$ cat config.mk
export PLATFORM = sky130hd
export DESIGN_NAME = spi_flash_responder
export DESIGN_NICKNAME = d
export VERILOG_FILES = /design/src/rtl/spi_flash_responder.sv
export SDC_FILE = /design/constraint.sdc
export NUM_CORES = 2
export LEC_CHECK = 0
export ABC_CLOCK_PERIOD_IN_PS = 2300
export BUFFER_PORTS_ARGS = -buffer_cell sky130_fd_sc_hd__clkbuf_2
export CORE_UTILIZATION = 54
export DETAILED_ROUTE_END_ITERATION = 10
export PLACE_DENSITY = 0.69
export SLEW_MARGIN = 20
export SYNTH_ARGS = -nofsm -noshare
export SYNTH_HDL_FRONTEND = slang
export SYNTH_SLANG_ARGS = --single-unit
$ cat constraint.sdc
create_clock -name clk -period 2.3 [get_ports clk]
set_input_delay 0 -clock clk [delete_from_list [all_inputs] [get_ports clk]]
set_output_delay 0 -clock clk [all_outputs]
set_load 0.05 [all_outputs]
$ cat src/rtl/spi_flash_responder.sv
module spi_flash_responder #(
  parameter int MEM_BYTES    = 256,
  parameter int SYNC_STAGES  = 2,
  parameter bit FAST_READ_EN = 1'b1,
  localparam int ADDR_W      = $clog2(MEM_BYTES)
) (
  input  logic              clk,
  input  logic              rst_n,
  input  logic              sck,
  input  logic              cs_n,
  input  logic              mosi,
  output logic              miso,
  input  logic              pl_we,
  input  logic [ADDR_W-1:0] pl_addr,
  input  logic [7:0]        pl_data
);

  localparam logic [7:0] OP_READ = 8'h03;
  localparam logic [7:0] OP_FAST = 8'h0B;

  typedef enum logic [2:0] {ST_CMD, ST_ADDR, ST_DUMMY, ST_DATA, ST_IGNORE} st_t;

  logic [SYNC_STAGES-1:0] sck_sy, cs_sy, mo_sy;
  logic                   sck_d;
  st_t                    state;
  logic [4:0]             cnt;
  logic [23:0]            sh;
  logic [ADDR_W-1:0]      addr;
  logic [6:0]             dsh;
  logic                   fast;
  logic [7:0]             mem [MEM_BYTES];

  wire        sck_s    = sck_sy[SYNC_STAGES-1];
  wire        selected = ~cs_sy[SYNC_STAGES-1];
  wire        mo_s     = mo_sy[SYNC_STAGES-1];
  wire        sck_rise = sck_s & ~sck_d;
  wire        sck_fall = ~sck_s & sck_d;
  wire [23:0] sh_nx    = {sh[22:0], mo_s};
  wire [7:0]  rd       = mem[addr];

  always_ff @(posedge clk or negedge rst_n) begin
    if (!rst_n) begin
      sck_sy <= '0;
      cs_sy  <= '1;
      mo_sy  <= '0;
      sck_d  <= 1'b0;
    end else begin
      sck_sy <= {sck_sy[SYNC_STAGES-2:0], sck};
      cs_sy  <= {cs_sy[SYNC_STAGES-2:0], cs_n};
      mo_sy  <= {mo_sy[SYNC_STAGES-2:0], mosi};
      sck_d  <= sck_s;
    end
  end

  always_ff @(posedge clk) begin
    if (pl_we) mem[pl_addr] <= pl_data;
  end

  always_ff @(posedge clk or negedge rst_n) begin
    if (!rst_n) begin
      state <= ST_CMD;
      cnt   <= '0;
      sh    <= '0;
      addr  <= '0;
      dsh   <= '0;
      fast  <= 1'b0;
      miso  <= 1'b0;
    end else if (!selected) begin
      state <= ST_CMD;
      cnt   <= '0;
      fast  <= 1'b0;
      miso  <= 1'b0;
    end else begin
      if (sck_rise) begin
        case (state)
          ST_CMD: begin
            sh <= sh_nx;
            if (cnt == 5'd7) begin
              cnt <= '0;
              if (sh_nx[7:0] == OP_READ) begin
                state <= ST_ADDR;
                fast  <= 1'b0;
              end else if (FAST_READ_EN && sh_nx[7:0] == OP_FAST) begin
                state <= ST_ADDR;
                fast  <= 1'b1;
              end else begin
                state <= ST_IGNORE;
              end
            end else begin
              cnt <= cnt + 5'd1;
            end
          end
          ST_ADDR: begin
            sh <= sh_nx;
            if (cnt == 5'd23) begin
              cnt   <= '0;
              addr  <= sh_nx[ADDR_W-1:0];
              state <= fast ? ST_DUMMY : ST_DATA;
            end else begin
              cnt <= cnt + 5'd1;
            end
          end
          ST_DUMMY: begin
            if (cnt == 5'd7) begin
              cnt   <= '0;
              state <= ST_DATA;
            end else begin
              cnt <= cnt + 5'd1;
            end
          end
          default: ;
        endcase
      end
      if (sck_fall && state == ST_DATA) begin
        if (cnt[2:0] == 3'd0) begin
          miso <= rd[7];
          dsh  <= rd[6:0];
          addr <= addr + 1'b1;
        end else begin
          miso <= dsh[6];
          dsh  <= {dsh[5:0], 1'b0};
        end
        cnt <= cnt + 5'd1;
      end
    end
  end

endmodule

=== Yosys cells after proc, flatten, opt, wreduce, memory -nomap -nowiden ===
Memory sizes are Yosys's and may differ from the RTL's.
Index checks and enable logic that the tools add are counted.

* Add/subtract/negate cells: 2
* Equal/unequal tests: 10
* Mux-type cells: 32
* Bitwise logic cells: 5
* Reductions and logical operators: 18

{| class="wikitable"
|+ Operators with widths
! kind !! number
|-
| two-way mux 8 bit || 5
|-
| two-way mux 5 bit || 5
|-
| two-way mux 3 bit || 7
|-
| two-way mux 1 bit || 12
|-
| one-hot mux 5 bit (2 select lines) || 1
|-
| inequality test 3 bit (second input constant) || 3
|-
| one-hot mux 3 bit (3 select lines) || 1
|-
| adder 8 x 1 -> 8 bit (second input constant) || 1
|-
| == test 8 x 2 -> 1 bit (second input constant) || 1
|-
| == test 8 x 4 -> 1 bit (second input constant) || 1
|-
| nonzero test 2 bit || 4
|-
| nonzero test 4 bit || 2
|-
| two-way mux 7 bit || 1
|-
| == test 3 x 2 -> 1 bit (second input constant) || 2
|-
| zero test 3 bit || 2
|-
| nonzero test 3 bit || 2
|-
| adder 5 x 1 -> 5 bit (second input constant) || 1
|-
| == test 5 x 3 -> 1 bit (second input constant) || 1
|-
| == test 5 bit (second input constant) || 1
|-
| AND reduction 5 bit || 1
|-
| AND reduction 2 bit || 2
|-
| AND reduction 4 bit || 1
|-
| OR reduction 2 bit || 2
|-
| == test 3 x 1 -> 1 bit (second input constant) || 1
|-
| 4 further kinds || 7
|}

* Flip-flop bits (word level): 39
* RAM bits: 2048
* Bits of input ports: 22
* Output and inout port bits: 1
* Word-level logic and storage cells: 79
* Memories: 1

{| class="wikitable"
|+ Memories
! name !! depth !! width !! read ports !! clocked after Yosys merged registers in !! wr ports !! RTL line !! text
|-
| mem || 256 || 8 || 1 || 0 || 1 || 31 || <nowiki>logic [7:0] mem [MEM_BYTES];</nowiki>
|}

=== Longest topological paths before layout ===
* Depth in word-level cells: 7
* Depth in mapped cells: 13
* Mapped depth without buffers: 8

=== Least setup slack after synthesis ===
Ideal clock, no wire load.

* Path kind: reg2reg
* From: register addr[0]
* To: register miso
* Setup time: 0.120 ns
* Data arrival time: 2.413 ns
* Required time: 2.180 ns
* Slack: -0.234 ns
* Stages on the path, launching flop included: 11
* Path buffers: 4
* Period minus slack after synthesis: 2.534 ns
* Cell sequence: dfrtp_1 > buf_6 > buf_6 > buf_6 > buf_2 > mux4_2 > a22oi_1 > a21oi_1 > nor4_1 > o21ai_1 > a41o_1

* Word-level cells in the longest chain between the ends: 4

{| class="wikitable"
|+ Ends and longest elaborated chain
! element !! RTL line !! text
|-
| start, declared || 28 || <nowiki>logic [ADDR_W-1:0] addr;</nowiki>
|-
| start signal, assigned || 97 || <nowiki>addr <= sh_nx[ADDR_W-1:0];</nowiki>
|-
| start signal, assigned || 118 || <nowiki>addr <= addr + 1'b1;</nowiki>
|-
| memory read (256 x 8 bit) || -- ||
|-
| two-way mux 1 bit || 115 || <nowiki>if (cnt[2:0] == 3'd0) begin</nowiki>
|-
| two-way mux 1 bit || 114 || <nowiki>if (sck_fall && state == ST_DATA) begin</nowiki>
|-
| two-way mux 1 bit || 68 || <nowiki>end else if (!selected) begin</nowiki>
|-
| end signal, assigned || 116 || <nowiki>miso <= rd[7];</nowiki>
|-
| end signal, assigned || 120 || <nowiki>miso <= dsh[6];</nowiki>
|-
| end, declared || 12 || <nowiki>output logic miso,</nowiki>
|}

Every way passes these cells. The select of a mux whose other input is x is not followed.
A chain may end at the register's enable or synchronous reset.

=== Final worst setup path ===
* From: register addr[0]
* To: register dsh[6]

* Word-level cells in the longest chain between the ends: 2

{| class="wikitable"
|+ Ends and longest elaborated chain
! element !! RTL line !! text
|-
| memory read (256 x 8 bit) || -- ||
|-
| two-way mux 7 bit || 115 ||
|-
| end signal, assigned || 117 || <nowiki>dsh <= rd[6:0];</nowiki>
|-
| end signal, assigned || 121 || <nowiki>dsh <= {dsh[5:0], 1'b0};</nowiki>
|-
| end, declared || 29 || <nowiki>logic [6:0] dsh;</nowiki>
|}

Every way passes these cells.

==> results by stage <==
Outcome:
- The flow ran to the end, but the final reports show violations.
- The checks that failed: negative setup slack.

Global routing:
- Global routing used 5.55% of the available met3 tracks.
- Global routing finished with a remaining overflow of 0.
- The global-route usage over all layers is 28.4%.
- Entering global routing, the biggest net connects 133 pins.
- In the global route stage, met1 resource usage came out at 39.4%.
- The first global-routing pass estimated 308 mm of wire.
- The number of antenna violations at the first check in global routing came to 5.
- The via count of the first global-routing pass came to 44100.
- After global routing, the most crowded layer is met2.
- The met2 track demand over resource is 44.3%.

Route:
- The vias after detailed routing is 44300.
- The post-detailed-route count of antenna-violating nets is 0.
- The number of iterations in the first detailed-routing pass is 8.
- After detailed routing, the number of remaining DRC violations is 0.
- Dividing the detail-routed wire length by the instance count gives 30.7 um.
- The via-per-instance ratio is 6.34.
- The routed design has 215 mm of wire.
- The DRC marker count from the first detailed-route iteration is 5541.

Critical path:
- In this run the worst path has a maximum fanout of 13.
- In this run the critical register-to-register path is captured at dsh[6].
- At the worst endpoint, the arrival time is 3.89 ns.
- The worst setup path is captured at a flip-flop.
- The data required time at the worst endpoint is 3.08 ns.
- The most critical setup path has its endpoint at dsh[6].
- The critical path is of the flip-flop to flip-flop type.
- The critical path startpoint category is a flip-flop.
- The worst setup slack for register-to-register paths is -0.82 ns.
- The launching element of the worst setup path is addr[0].
- The worst register-to-register path begins at addr[0].
- The worst reg-to-reg path cell count is 11.

Power:
- The analysis attributes to cell leakage a power of 31.0 nW.
- Dividing total power by cell area gives a power density of 772 mW/mm^2.
- The overall power is 75.1 mW.
- The maximum vdd drop is 822 uV.

Floorplanning:
- The die span in x is 391 um.
- The die area is 0.153 mm^2.
- The core box area is 0.150 mm^2.
- The effective utilization at floorplan is 54.4%.
- The top-level port count is 23.
- The floorplan die height is 391 um.
- The number of cell rows is 142.

Finish:
- The layout cell share with drive strength beyond 1 is 32.4%.
- The finished layout holds 6993 standard cells, fillers aside.
- The final net count is 4835.
- Leaving out fill and tap cells, the most frequent cell in the layout is edfxtp_1.
- The library cells used most frequently in the layout, excluding fill and tap cells, are 2048 x edfxtp_1, 664 x buf_4, 432 x mux4_2.
- Relative to the synthesized area, the layout overhead comes to 19.4%.

CTS:
- The clock sink total is 2087.
- The H-tree depth is 4.
- The TritonCTS clock tree is built.
- The number of clock buffers added by TritonCTS is 201.
- The later pin in the worst-skew pair is clocked with a latency of 0.84 ns.
- The clock slew seen by the registers of the worst setup and hold paths is 0.07 ns.
- The maximum count of clock buffers along a single path is 3.
- The buffer type at the clock tree root is clkbuf_16.

Yosys:
- The average instance area after synthesis is 20.3 um^2.
- The synthesized netlist occupies a cell area of 0.0815 mm^2.
- Synthesis handed over a netlist of 4023 instances.
- The primary flip-flop cell chosen by synthesis mapping is edfxtp_1.
- Ranked by total cell area, the synthesized netlist is headed by edfxtp_1 75%, mux4_2 12%, mux2i_1 3.0%, nor2_1 1.5%, dfrtp_1 1.1%.
- In this run, distinct cell masters in the synthesized netlist total 60.
- The area share of the largest cell type after synthesis is 75.4%.
- In this run, synthesis inferred 2048 flip-flops with an integrated enable.
- The Yosys step of the flow raised 0 warnings.
- The number of storage elements in the synthesis netlist is 2087.
- The synthesized design spends more area on one cell type than any other, namely edfxtp_1.
- The share of the Yosys chip area taken by registers is 76.6%.
- The number of nets handed over by synthesis was 4048.
- For this run, asynchronously set or reset flops after synthesis account for 1.87%.

Timing:
- The final period utilization is 135%.
- Setup violations remaining at the end of the flow were counted as 8.
- Subtracting the final worst setup slack from the clock period gives 3.12 ns.
- The hold violation total from the final report came to 0.
- The maximum clock skew at final layout is 0.0480 ns.
- The worst setup slack after layout is -0.815 ns.
- The number of max-slew violations in the final report came to 0.
- The worst-case headroom to the max-slew limit is 31.2%.
- Setup repair after global routing could not meet its margin everywhere.
- For the pin with the worst max-slew slack, the measured transition is 1.03 ns.
- Timing would allow up to 321 MHz.

Place:
- Summed over all nets, the half-perimeter wirelength after detailed placement is 137 mm.
- Prior to clock tree synthesis, the placed netlist has a worst setup slack of -1.03 ns.
- The global placer's final weighted congestion is 0.917.
- In this run the tool buffered the top-level ports with 22 buffer cells.
- After detailed placement, the design holds a cell count of 6561.

Run:
- Max-cap violations in this run came to 0.

Hold path:
- The class of the tightest hold or removal check is input pin to flip-flop.
-- flip-flops by register name, indices dropped and copies added (netlist names), 3 cells and up --
name and flops:
mem 2048, addr 8, dsh 7, sh 7, cnt 5, state 3
-- power by group --
part	total, mW	switching (mW)	internal, mW
sequential	42.0	0.0773	41.9
clock	31.9	13.9	18.0
combinational	1.20	0.941	0.263
-- cell type report --
class                           count  area (um^2)
Antenna cell                        3         7.51
Clock buffer                      260         5290
Clock inverter                    107         1020
Fill cell                        9780        52500
Inverter                            8         36.3
Multi-Input combinational cell   1682        18100
Sequential cell                  2087        62500
Tap cell                         2016         2520
Timing Repair Buffer              830         7810
-- synth_stat cells (all sizes together), types with 2 or more instances --
cell type	number
o22a	9
nor2b	14
a2111oi	6
nor3	58
o21ai	19
a32o	2
edfxtp	2048
dfstp	2
a31oi	6
and2	3
nand2b	14
o22ai	65
o31ai	2
xor2	2
dfrtp	37
or3	3
nor4	11
mux4	432
mux2i	242
or2	3
ha	3
nand2	88
a21oi	104
o211ai	3
inv	8
nor2	331
o2bb2ai	2
o221ai	76
nand4	19
and3	2
o32ai	3
a221o	6
mux2	9
a21o	2
nand3	43
buf	123
a22oi	67
a211oi	13
clkbuf	123
a32oi	5
-- through the flow --
step | instance area [um^2] | hold slack, ns | utilization, % | TNS (ns)
after floorplan | 81800 | -0.296 | - | -0.908
after global placement | 89600 | 0.0379 | 59.8 | -7.37
after detailed placement | 89600 | 0.0405 | 59.8 | -7.73
after CTS | 97000 | 0.0158 | 64.7 | -5.51
after global routing | 97300 | 0.0705 | 65.0 | -6.35
final | 97300 | 0.0964 | 65.0 | -5.90
-- critical path, stage by stage, from the launching register on --
cell,delay (ns)
dfrtp_4,0.54
buf_16,0.20
buf_16,0.18
buf_4,0.22
mux2i_1,0.15
o22ai_1,0.24
o22ai_1,0.12
nor4_1,0.59
buf_4,0.23
nor3_2,0.04
o21ai_1,0.32
a221o_1,0.21
-- worst min path at each step --
stage	startpoint	end	cells after the start
3_3_place_gp	rst_n	sck_sy[0]	1
5_1_grt	pl_addr[6]	mem[218][6]	4
3_5_place_dp	rst_n	sck_sy[0]	1
2_1_floorplan	rst_n	addr[0]	0
6_report	pl_addr[6]	mem[218][4]	4
4_1_cts	pl_addr[6]	mem[218][6]	4
-- metal layers --
layer  vias to the layer above  routed length, um
li1                      18300                  -
met4                         0               9530
met5                         -                  0
met2                      2540             102000
met3                       424              21800
met1                     23100              81400
-- kinds of logic (layout without fill, tap and decap cells) --
logic type                 Yosys count  in the layout  synth area share, %
AOI/OAI and AO/OA                  399            399                 3.39
xor gates and xnor gates             2              2               0.0215
adders and majority gates            3              3               0.0461
buffers and inverters              254           1205                 1.73
DFF                               2087           2087                 76.6
muxes                              683            683                 15.0
other                                0              3                    0
and+or+nand+nor                    595            595                 3.14
-- what timing repair did --
action / in CTS / in global routing
setup buffers: 25 / 6
endpoints found under the hold margin: 1548 / 0
gates cloned: 5 / 4
gates resized for setup: 90 / 43
pin swaps: 6 / 10
endpoints found under the setup margin: 15 / 12
hold buffers: 23 / 0
Power figures use the tool's default switching activity.
